### config.mk
export PLATFORM = sky130hd
export DESIGN_NAME = opsel_unit
export DESIGN_NICKNAME = d
export VERILOG_FILES = /design/src/rtl/opsel_pkg.sv /design/src/rtl/opsel_decode.sv /design/src/rtl/opsel_iso_gate.sv /design/src/rtl/opsel_logic.sv /design/src/rtl/opsel_unit.sv
export SDC_FILE = /design/constraint.sdc
export NUM_CORES = 1
export LEC_CHECK = 0
export BUFFER_PORTS_ARGS = -buffer_cell sky130_fd_sc_hd__buf_2
export CELL_PAD_IN_SITES_DETAIL_PLACEMENT = 0
export CELL_PAD_IN_SITES_GLOBAL_PLACEMENT = 1
export CORE_ASPECT_RATIO = 0.8
export CORE_UTILIZATION = 33
export DETAILED_ROUTE_END_ITERATION = 6
export PLACE_DENSITY_LB_ADDON = 0.3
export SYNTH_ARGS = -nofsm -noshare
export SYNTH_HDL_FRONTEND = slang
export SYNTH_SLANG_ARGS = --single-unit
### constraint.sdc
create_clock -name clk -period 2.8 [get_ports clk]
set_input_delay 0.42 -clock clk [delete_from_list [all_inputs] [get_ports clk]]
set_output_delay 0.42 -clock clk [all_outputs]
set_load 0.005 [all_outputs]
### src/rtl/opsel_pkg.sv
// Shared types for the operation selector.
// Assumes: the opcode is 3 bits, and bit 2 splits arithmetic from logic.
package opsel_pkg;

    // Logic-section function, taken from opcode bits [1:0].
    typedef enum logic [1:0] {
        LF_OR   = 2'b00,
        LF_AND  = 2'b01,
        LF_XOR  = 2'b10,
        LF_NOTA = 2'b11
    } logic_fn_e;

    // One enable per sub-unit; exactly one is set for any opcode.
    typedef struct packed {
        logic add;
        logic mul;
        logic lgc;
    } unit_en_t;

endpackage

### src/rtl/opsel_decode.sv
// Opcode decoder: turns the 3-bit opcode into one-hot sub-unit enables
// and a logic-function code.
// Assumes: purely combinational; bit 1 is ignored in the arithmetic section.
module opsel_decode
    import opsel_pkg::*;
(
    input  logic [2:0] sel,
    output unit_en_t   en,
    output logic_fn_e  fn
);

    // Decode the sub-unit enables and the logic function.
    always_comb begin
        en.lgc = sel[2];
        en.add = ~sel[2] & ~sel[0];
        en.mul = ~sel[2] &  sel[0];
        fn     = logic_fn_e'(sel[1:0]);
    end

endmodule

### src/rtl/opsel_iso_gate.sv
// Operand isolation bank: ANDs each operand bit with a sub-unit enable,
// so that a sub-unit which is not selected sees all zeros.
// Assumes: the enable is stable within a cycle; pure gating, no storage.
module opsel_iso_gate #(
    parameter int WIDTH = 8
) (
    input  logic             en,
    input  logic [WIDTH-1:0] a_in,
    input  logic [WIDTH-1:0] b_in,
    output logic [WIDTH-1:0] a_out,
    output logic [WIDTH-1:0] b_out
);

    // One AND gate per operand bit.
    for (genvar i = 0; i < WIDTH; i++) begin : g_bit
        assign a_out[i] = a_in[i] & en;
        assign b_out[i] = b_in[i] & en;
    end

endmodule

### src/rtl/opsel_logic.sv
// Logic section: OR, AND, XOR, or inverse of the first operand.
// Assumes: the operands arrive already isolated; combinational only.
module opsel_logic
    import opsel_pkg::*;
#(
    parameter int WIDTH = 8
) (
    input  logic [WIDTH-1:0] a,
    input  logic [WIDTH-1:0] b,
    input  logic_fn_e        fn,
    output logic [WIDTH-1:0] y
);

    // Pick the bitwise function.
    always_comb begin
        unique case (fn)
            LF_OR:   y = a | b;
            LF_AND:  y = a & b;
            LF_XOR:  y = a ^ b;
            LF_NOTA: y = ~a;
            default: y = '0;
        endcase
    end

endmodule

### src/rtl/opsel_unit.sv
// Top-level operation selector with operand isolation.
// Steers the operands to the external adder, the external multiplier or
// the internal logic section. Sub-units that are not selected get zeros.
// Registers the selected result, zero-extended to 2*WIDTH.
// Assumes: the external adder and multiplier are combinational.
module opsel_unit
    import opsel_pkg::*;
#(
    parameter int WIDTH = 8
) (
    input  logic               clk,
    input  logic               rst_n,
    input  logic               in_valid,
    input  logic [WIDTH-1:0]   op_a,
    input  logic [WIDTH-1:0]   op_b,
    input  logic [2:0]         op_sel,
    output logic [WIDTH-1:0]   add_a,
    output logic [WIDTH-1:0]   add_b,
    input  logic [WIDTH:0]     add_sum,
    output logic [WIDTH-1:0]   mul_a,
    output logic [WIDTH-1:0]   mul_b,
    input  logic [2*WIDTH-1:0] mul_prod,
    output logic [2*WIDTH-1:0] res_q,
    output logic               res_valid
);

    localparam int RES_W = 2 * WIDTH;
    localparam int SUM_W = WIDTH + 1;
    localparam int PAD_W = RES_W - SUM_W;

    unit_en_t         en;
    logic_fn_e        fn;
    logic [WIDTH-1:0] lg_a;
    logic [WIDTH-1:0] lg_b;
    logic [WIDTH-1:0] lg_y;
    logic [RES_W-1:0] res_d;

    opsel_decode u_dec (
        .sel (op_sel),
        .en  (en),
        .fn  (fn)
    );

    opsel_iso_gate #(.WIDTH(WIDTH)) u_gate_add (
        .en    (en.add),
        .a_in  (op_a),
        .b_in  (op_b),
        .a_out (add_a),
        .b_out (add_b)
    );

    opsel_iso_gate #(.WIDTH(WIDTH)) u_gate_mul (
        .en    (en.mul),
        .a_in  (op_a),
        .b_in  (op_b),
        .a_out (mul_a),
        .b_out (mul_b)
    );

    opsel_iso_gate #(.WIDTH(WIDTH)) u_gate_lgc (
        .en    (en.lgc),
        .a_in  (op_a),
        .b_in  (op_b),
        .a_out (lg_a),
        .b_out (lg_b)
    );

    opsel_logic #(.WIDTH(WIDTH)) u_lgc (
        .a  (lg_a),
        .b  (lg_b),
        .fn (fn),
        .y  (lg_y)
    );

    // Select the active sub-unit's result, widened to RES_W.
    always_comb begin
        if (en.lgc)
            res_d = {{WIDTH{1'b0}}, lg_y};
        else if (en.mul)
            res_d = mul_prod;
        else
            res_d = {{PAD_W{1'b0}}, add_sum};
    end

    // Capture the result on valid input; reset clears everything.
    always_ff @(posedge clk) begin
        if (!rst_n) begin
            res_q     <= '0;
            res_valid <= 1'b0;
        end else begin
            res_valid <= in_valid;
            if (in_valid)
                res_q <= res_d;
        end
    end


    add_iso_chk: assert property (@(posedge clk) disable iff (!rst_n)
        (op_sel[2] || op_sel[0]) |-> (add_a == '0 && add_b == '0));


    mul_iso_chk: assert property (@(posedge clk) disable iff (!rst_n)
        (op_sel[2] || !op_sel[0]) |-> (mul_a == '0 && mul_b == '0));


    add_res_chk: assert property (@(posedge clk) disable iff (!rst_n)
        (in_valid && !op_sel[2] && !op_sel[0])
        |=> (res_q == {{PAD_W{1'b0}}, $past(add_sum)}));


    mul_res_chk: assert property (@(posedge clk) disable iff (!rst_n)
        (in_valid && !op_sel[2] && op_sel[0]) |=> (res_q == $past(mul_prod)));


    hold_chk: assert property (@(posedge clk) disable iff (!rst_n)
        !in_valid |=> $stable(res_q));


    valid_chk: assert property (@(posedge clk) disable iff (!rst_n)
        in_valid |=> res_valid);


    reset_chk: assert property (@(posedge clk)
        !rst_n |=> (res_q == '0 && !res_valid));

endmodule

==> reports/results.env, run 1 <==
OUTCOME='finished, final reports clean'
WL_PER_CELL_MICRONS=11.86
FMAX_ACHIEVED_GHz=0.4638
TRITONCTS='built'
FLOORPLAN.DIE.HEIGHT_MICRONS=65.83
WORST-PATH-MAX-FANOUT=30
MAPPED_CELL_AREA_SQ_UM=1680
DRTPASS1ITERATIONS=4
NUM_ROWS=22
LAYOUT_CELLS_SIZED_ABOVE_1=0.3675
SYNTH_CELL_TYPES=33
CRITICAL_PATH_BUF_INV_COUNT=2
SYNTH_TOP_FAMILY_BY_AREA='simple AND/OR/NAND/NOR gates'
GRT_BUSIEST_LAYER='met2'
FINALNONFILLERCELLS=362
GRT_OVERFLOW_TOTAL=0
SLEW_VIOL_FINAL=0
YOSYS.AREA_SHARE.SIMPLE=0.3760
REPORT.POWER.TOTAL_mW=0.6532
PERIOD_MINUS_SLACK_NS=2.156
MIN_PERIOD_OVER_PERIOD=0.7700
FIRST_GLOBAL_VIAS=1397
SYNTH_COMPOUND_GATE_AREA_SHARE=0.1802
FINAL_AREA_SQ_UM=2197
INSERTION_DELAY_NS=0.25
POST-ROUTE-DRC-COUNT=0
END_KIND='output port'
MAXSLEWHEADROOM=0.5569
NNETSFINAL=366
AGGREGATE_ROUTED_WIRE_LENGTH_MICRONS=4293
FP.DIEAREA_SQ_UM=5383
SETUP_VIOL=0
MOSTFREQUENTLAYOUTCELL='sky130_fd_sc_hd__buf_2'
CTS_MAX_LEVEL=1
CTS.REPORTEDPATHS.CLKPINSLEW_NS=0.07
CORE_BOX_AREA_SQ_UM=4735
CPLARGESTDELAYFAMILY='simple AND/OR/NAND/NOR gates'
WORSTSETUPSTARTPOINTTYPE='primary input'
CRITPATHMAXSTAGEDELAY_NS=0.49
POSTSYNTHAREAPERCELL_SQ_UM=7.744
CTS-RESIZED-GATES=0
MAXCAPVIOLCOUNT=0
PLACED_AREA_SQ_UM=2152
GRT_UTIL_ALL_LAYERS=0.1551
CTS_INSERTED_BUFFERS=3
P_LEAK_nW=1.246
SYNTH.AREA.MUX_SHARE=0.03053
POWER_DENSITY_OVER_CELL_AREA_nW_PER_UM2=297.3
REMAINING_NUMBER_OF_NETS_FLAGGED_BY_THE_ANTENNA_CHECK_AFTER_ROUTING=0
FIN_WORST_SKEW_NS=0
GRT_MAX_DEGREE=31
GRT_FIRST_PASS_WIRELENGTH_MICRONS=6437
GLOBALROUTEMET2UTIL=0.2645
CTS_HOLD_REPAIR.BUFFERS=0
CELL_AT_THE_SLOWEST_STAGE_OF_THE_CRITICAL_PATH='sky130_fd_sc_hd__and2b_1'
CLKSINKCOUNT=17
GLOBALPLACE.CONGESTION=0.7649
YOSYSSEQAREASHARE=0.2025
DR.FIRST_ITER.DRC_COUNT=47
VIA_PER_INST=4.685
FINAL.SETUP.TNS_NS=0
GRT_ANTENNA_BEFORE_REPAIR=0
CRITPATHKIND='primary input to output port'
PIN_COUNT=96
SYNTHXORXNORAREAFRAC=0
AREA.GROWTH.SYNTH_TO_FINAL_PCT=30.75
PRECTSSETUPSLACK_NS=0.5814
SYNTH_CELLS=217
NUMPORTBUFFERS=95
CLK_ROOT_BUFFER_CELL='sky130_fd_sc_hd__clkbuf_8'
ANTENNA_CELLS=0
CTS.REPAIR_TIMING.SETUP_BUFFER_COUNT=0
GRT.MET1_USAGE=0.2055
FILLCELLCOUNT=492
CLOCK_PATH_BUFFERS=2
FINAL_SETUP_MARGIN_NS=0.6440
FLOORPLAN.INITIALDENSITY=0.3549
GLOBALROUTEMET3UTIL=0.03034
RSZ0062_AT_GRT='no'
DPL.CELL_COUNT=358
DIE_W_MICRONS=81.78
CRIT_CHAIN='buf_2 -> and2b_1 -> and2_1 -> buf_2'
DETAILROUTE.VIA_COUNT=1696
WORSTPATHARRIVAL_NS=1.74
CP_COMMON_CELL='sky130_fd_sc_hd__buf_2'
TIMING.FINAL.HOLD_VIOLATIONS=0
SYNTH.FF_LATCH_COUNT=17
SYNTHESIS.YOSYS.WARNINGS=0
HOLD_CLASS='primary input to flip-flop'
SYNTHESIS.NETS=280
LAYOUT.CELLS.MOST_COMMON_LIST='95 x sky130_fd_sc_hd__buf_2, 34 x sky130_fd_sc_hd__and2_1, 21 x sky130_fd_sc_hd__nand2_1'
MAX_SLEW.WORST_PIN.SLEW_NS=0.6647
WORST_IR_DROP_VDD_mV=0.1259
DP_HPWL_MICRONS=3240
TIMING.CRITICAL_PATH.REQUIRED_NS=2.38
FRACTION_OF_THE_MAPPED_NETLIST_AREA_IN_ADDER_CELLS=0.1191
[synth_stat cells, drive strengths merged]
library cell / n / area share
a21oi: 7 / 0.021
mux2: 1 / 0.0067
o21ai: 4 / 0.012
o32a: 4 / 0.024
a211o: 3 / 0.016
and2b: 4 / 0.018
a21o: 1 / 0.0045
or2: 4 / 0.015
mux2i: 4 / 0.024
a21boi: 7 / 0.031
o21a: 1 / 0.0045
nand2b: 16 / 0.060
nand2: 21 / 0.047
inv: 18 / 0.040
clkbuf: 5 / 0.011
a211oi: 4 / 0.018
and2: 34 / 0.13
buf: 10 / 0.040
and3: 1 / 0.0037
nor2: 5 / 0.013
nor2b: 10 / 0.055
nand3: 7 / 0.021
a2111oi: 1 / 0.0052
dfxtp: 17 / 0.20
a31oi: 4 / 0.015
ha: 16 / 0.12
o41ai: 4 / 0.030
nand3b: 4 / 0.018
[where the power goes]
| group | leakage, nW | total [mW] | internal [mW] | switching, mW |
|---|---|---|---|---|
| Combinational | 1.08 | 0.210 | 0.104 | 0.106 |
| Sequential | 0.140 | 0.261 | 0.255 | 0.00595 |
| Clock | 0.0228 | 0.182 | 0.101 | 0.0816 |
[state kept, by name, indices dropped and copies added (netlist names)]
name	flops
res_valid	1
res_q	16
[cell families (layout without fill, tap and decap cells)]
| family | after synthesis | in the layout |
|---|---|---|
| DFF | 17 | 17 |
| buffers and inverters | 33 | 118 |
| AOI/OAI and AO/OA | 40 | 40 |
| adders and majority gates | 16 | 16 |
| muxes | 5 | 5 |
| and+or+nand+nor | 106 | 106 |
[path summary, 6_finish.rpt]
| path | startpoint | to | slack (ns) | cells after the start |
|---|---|---|---|---|
| worst max register to register | res_q[8] | res_q[8] | 2.08 | 2 |
| worst min-delay path | mul_prod[9] | res_q[9] | 0.45 | 3 |
| worst min register to register | res_q[9] | res_q[9] | 0.48 | 2 |
| worst max-delay path | op_sel[2] | mul_a[3] | 0.64 | 4 |
[metrics by stage]
step                      hold WS [ns]    util
after floorplan                 0.4707       -
after global placement          0.4628  0.4545
after detailed placement        0.4691  0.4545
after CTS                       0.4429  0.4641
after global routing            0.4596  0.4641
final                           0.4482  0.4641
[per-layer routing]
layer | part of all wire | wire (microns) | vias up
met5 | 0 | 0 | -
met4 | 0.0044 | 19 | 0
met3 | 0.071 | 303 | 2
met2 | 0.43 | 1850 | 68
met1 | 0.49 | 2120 | 738
li1 | - | - | 888
[area by class of cell]
cell class / instances / area (sq um) / share of cell area
multi-input cells: 167 / 1186 / 0.5399
repair buffers: 96 / 483.0 / 0.2198
flip-flops and latches: 17 / 340.3 / 0.1549
well taps: 60 / 75.07 / 0.03417
inverters: 18 / 67.56 / 0.03075
clock buffers: 4 / 45.04 / 0.02050
[worst min-delay path: stages]
cell,delay [ns]
sky130_fd_sc_hd__buf_2,0.10
sky130_fd_sc_hd__nand3_1,0.06
sky130_fd_sc_hd__a21boi_0,0.07
(Power assumes the default switching activity.)
==> run 2: changes to the inputs <==
Settings changed: ABC_AREA from default to 1, CORE_UTILIZATION 33 to 27.
Clock period 2.8 ns to 2.12 ns, I/O delays scaled along.
==> reports/results.env, run 2 <==
OUTCOME='finished, final reports clean'  # unchanged
FILLCELLCOUNT=612  # was 492
MIN_TO='res_q[13]'  # was res_q[9]
LAYOUT.CELLS.MOST_COMMON_LIST='95 x sky130_fd_sc_hd__buf_2, 67 x sky130_fd_sc_hd__nand2_1, 41 x sky130_fd_sc_hd__nor2_1'  # was 95 x sky130_fd_sc_hd__buf_2, 34 x sky130_fd_sc_hd__and2_1, 21 x sky130_fd_sc_hd__nand2_1
GRT_MAX_DEGREE=27  # was 31
WORST-PATH-MAX-FANOUT=19  # was 30
POWER_DENSITY_OVER_CELL_AREA_nW_PER_UM2=416.0  # was 297.3 nW/um^2
SYNTHESIS.YOSYS.WARNINGS=0  # unchanged
DETAILROUTE.VIA_COUNT=1807  # was 1696
NUM_ROWS=24  # was 22
POST-ROUTE-DRC-COUNT=0  # unchanged
CORE_BOX_AREA_SQ_UM=5435  # was 4735 sq um
CP_COMMON_CELL='sky130_fd_sc_hd__buf_2'  # unchanged
WORSTPATHARRIVAL_NS=1.59  # was 1.74 ns
PIN_COUNT=96  # unchanged
AREA.GROWTH.SYNTH_TO_FINAL_PCT=38.21  # was 30.75%
INSERTION_DELAY_NS=0.25  # about the same
SYNTH_CELL_TYPES=16  # was 33
TRITONCTS='built'  # unchanged
MAX_SLEW.WORST_PIN.SLEW_NS=0.5828  # was 0.6647 ns
SYNTH_TOP_FLOP_CELL='sky130_fd_sc_hd__dfxtp_1'  # unchanged
YOSYSMOSTFREQUENTCELL='sky130_fd_sc_hd__nand2_1'  # was sky130_fd_sc_hd__and2_1
GLOBALPLACE.CONGESTION=0.7724  # was 0.7649
WORST_IR_DROP_VDD_mV=0.1547  # was 0.1259 mV
GRT_UTIL_ALL_LAYERS=0.1483  # was 0.1551
SYNTHESIS.NETS=322  # was 280
WORST_R2R_PATH_DEPTH=2  # unchanged
FMAX_ACHIEVED_GHz=0.5254
CRITPATHMAXSTAGEDELAY_NS=0.45  # was 0.49 ns
DR.FIRST_ITER.DRC_COUNT=46  # was 47
AGGREGATE_ROUTED_WIRE_LENGTH_MICRONS=4473  # was 4293 microns
HOLD_DEPTH=3  # unchanged
SYNTHDOMINANTAREACELLTYPE='sky130_fd_sc_hd__dfxtp_1'  # unchanged
MOSTFREQUENTLAYOUTCELL='sky130_fd_sc_hd__buf_2'  # unchanged
SYNTH_CELLS=259  # was 217
DIE_W_MICRONS=85.96  # was 81.78 microns
ASYNC_RESET_FF_FRAC=0  # unchanged
FLOORPLAN.INITIALDENSITY=0.2802  # was 0.3549
CRIT_CHAIN='buf_2 -> nor2_2 -> clkinvlp_4 -> buf_4 -> nor2_1 -> buf_2'  # was buf_2 -> and2b_1 -> and2_1 -> buf_2
SYNTH.AREA.TOP_CELLS='sky130_fd_sc_hd__dfxtp_1 22%, sky130_fd_sc_hd__nand2_1 17%, sky130_fd_sc_hd__ha_1 13%, sky130_fd_sc_hd__nor2_1 10%, sky130_fd_sc_hd__inv_1 9.9%'  # was sky130_fd_sc_hd__dfxtp_1 20%, sky130_fd_sc_hd__and2_1 13%, sky130_fd_sc_hd__ha_1 12%, sky130_fd_sc_hd__nand2b_1 6.0%, sky130_fd_sc_hd__nand2_1 4.7%
END_KIND='output port'  # unchanged
ANTENNA_CELLS=0  # unchanged
SETUP_VIOL=0  # unchanged
LAYOUT_CELLS_SIZED_ABOVE_1=0.3000  # was 0.3675
LARGESTREGISTERS='res_q: 16 flops, res_valid: 1 flops'  # unchanged
CTS_INSERTED_BUFFERS=3  # unchanged
CPLARGESTDELAYFAMILY='buffers and inverters'  # was simple AND/OR/NAND/NOR gates
SYNTH.FF_LATCH_COUNT=17  # unchanged
CLK_ROOT_BUFFER_CELL='sky130_fd_sc_hd__clkbuf_8'  # unchanged
TOP_REGISTER='res_q'  # unchanged
MIN_FROM='mul_prod[13]'  # was mul_prod[9]
R2R-END='res_q[8]'  # unchanged
CELL_AT_THE_SLOWEST_STAGE_OF_THE_CRITICAL_PATH='sky130_fd_sc_hd__nor2_2'  # was sky130_fd_sc_hd__and2b_1
LARGEST_REG_FLOPS=16  # unchanged
MAXSLEWHEADROOM=0.6100  # was 0.5569
NUMPORTBUFFERS=95  # unchanged
CTS.REPORTEDPATHS.CLKPINSLEW_NS=0.06  # was 0.07 ns
POST-SYNTH-TOP-AREA-FRACTION=0.2235  # was 0.2025
TIMING.FINAL.HOLD_VIOLATIONS=0  # unchanged
R2R-START='res_q[8]'  # unchanged
SYNTH-EDFF-COUNT=0  # unchanged
MAXCAPVIOLCOUNT=0  # unchanged
FIN_WORST_SKEW_NS=0  # unchanged
CRITICAL_PATH_BUF_INV_COUNT=4  # was 2
FINAL.SETUP.TNS_NS=0  # unchanged
CTS_HOLD_REPAIR.BUFFERS=0  # unchanged
MIN_PERIOD_OVER_PERIOD=0.8978
GRT_FIRST_PASS_WIRELENGTH_MICRONS=7293  # was 6437 microns
SLEW_VIOL_FINAL=0  # unchanged
PERIOD_MINUS_SLACK_NS=1.903
COMMONEST_CELLS_IN_THE_SYNTHESIZED_NETLIST='67 x sky130_fd_sc_hd__nand2_1, 41 x sky130_fd_sc_hd__nor2_1, 40 x sky130_fd_sc_hd__inv_1'  # was 34 x sky130_fd_sc_hd__and2_1, 21 x sky130_fd_sc_hd__nand2_1, 18 x sky130_fd_sc_hd__inv_1
CTS_MAX_LEVEL=1  # unchanged
VIA_PER_INST=4.222  # was 4.685
GRT_OVERFLOW_TOTAL=0  # unchanged
HOLD_CLASS='primary input to flip-flop'  # unchanged
DRTPASS1ITERATIONS=6  # was 4
CLOCK_PATH_BUFFERS=2  # unchanged
MAPPED_CELL_AREA_SQ_UM=1523  # was 1680 sq um
WORSTSETUPSTARTPOINTTYPE='primary input'  # unchanged
FINISH.UTILIZATION=0.3872  # was 0.4641
REG2REG_SETUP_SLACK_NS=1.48  # was 2.08 ns
GRT_ANTENNA_BEFORE_REPAIR=0  # unchanged
POSTSYNTHAREAPERCELL_SQ_UM=5.879  # was 7.744 sq um
P_LEAK_nW=1.354  # was 1.246 nW
NNETSFINAL=414  # was 366
TIMING.CRITICAL_PATH.REQUIRED_NS=1.80  # was 2.38 ns
FP.DIEAREA_SQ_UM=5946  # was 5383 sq um
YOSYSSEQAREASHARE=0.2235  # was 0.2025
WL_PER_CELL_MICRONS=10.45  # was 11.86 microns
CRITPATHKIND='primary input to output port'  # unchanged
RSZ0062_AT_GRT='no'  # unchanged
DP_HPWL_MICRONS=3383  # was 3240 microns
FLOORPLAN.DIE.HEIGHT_MICRONS=69.17  # was 65.83 microns
CLKSINKCOUNT=17  # unchanged
FIRST_GLOBAL_VIAS=1644  # was 1397
REMAINING_NUMBER_OF_NETS_FLAGGED_BY_THE_ANTENNA_CHECK_AFTER_ROUTING=0  # unchanged
run 2: cell types whose count changed in the layout (fill, tap and decap cells not counted), sizes merged, moves of 11 or more:
cell    before  now
nand2       21   67
nor2         5   43
and2        34    0
inv         18   40
a21oi        7   23
nand2b      16    0
o21ai        4   15
run 2: worst max path at each step:
| stage | startpoint | cells past startpoint | endpoint | slack, ns |
|---|---|---|---|---|
| after global routing | op_sel[2] | 6 | add_b[5] | 0.03 |
| after CTS | op_sel[2] | 5 | add_a[4] | 0.15 |
| after detailed placement | op_sel[2] | 5 | add_a[4] | 0.16 |
| after global placement | op_sel[2] | 5 | add_a[7] | 0.22 |
| after floorplan | op_sel[2] | 5 | add_a[0] | 0.67 |
| final | op_sel[2] | 6 | add_b[7] | 0.22 |
run 2: worst min-delay path: cells and delay by family:
family	cells	cell delay, ns
buffers and inverters	1	0.09
AND/OR/NAND/NOR	1	0.05
AO/OA/AOI/OAI	1	0.05
run 2: logic make-up (layout without fill, tap and decap cells):
logic type | Yosys count | after routing | synth area share
DFF | 17 | 17 | 0.2235
and+or+nand+nor | 127 | 127 | 0.3336
buffers and inverters | 52 | 143 | 0.1421
AOI/OAI and AO/OA | 47 | 47 | 0.1693
adders and majority gates | 16 | 16 | 0.1315
run 2: routing by layer:
layer | up-vias | wire, microns | global-route usage
met2 | 48 | 2020 | 0.2469
met4 | 0 | 10 | 0.02407
met3 | 2 | 197 | 0.02619
met1 | 773 | 2245 | 0.2028
li1 | 984 | - | -
met5 | - | 0 | 0
run 2: final cells by class:
class | instances | area (sq um) | area share
multi-input cells | 190 | 965.9 | 0.4590
repair buffers | 98 | 498.0 | 0.2366
flip-flops and latches | 17 | 340.3 | 0.1617
inverters | 41 | 157.7 | 0.07491
well taps | 78 | 97.59 | 0.04637
clock buffers | 4 | 45.04 | 0.02140
run 2: power by group:
part / internal [mW] / switching [mW] / total [mW] / leakage [nW]
combinational: 0.121 / 0.163 / 0.284 / 1.19
sequential: 0.341 / 0.00902 / 0.350 / 0.141
clock: 0.133 / 0.108 / 0.241 / 0.0228
run 2: through the flow:
stage	instance area (sq um)	power [mW]	setup WS, ns	instances	hold WS, ns
floorplan	1523	0.5192	0.6675	259	0.4564
global placement	2041	0.6363	0.2199	422	0.4689
detailed placement	2041	0.6404	0.1620	422	0.4815
CTS	2086	0.8891	0.1544	426	0.2998
global route	2105	0.9411	0.03357	428	0.3109
finish	2105	0.8755	0.2166	428	0.3043
run 2: repair_timing:
action | CTS | global route
resized for setup | 0 | 1
endpoints found under the setup margin | 0 | 4
buffers inserted | 0 | 2
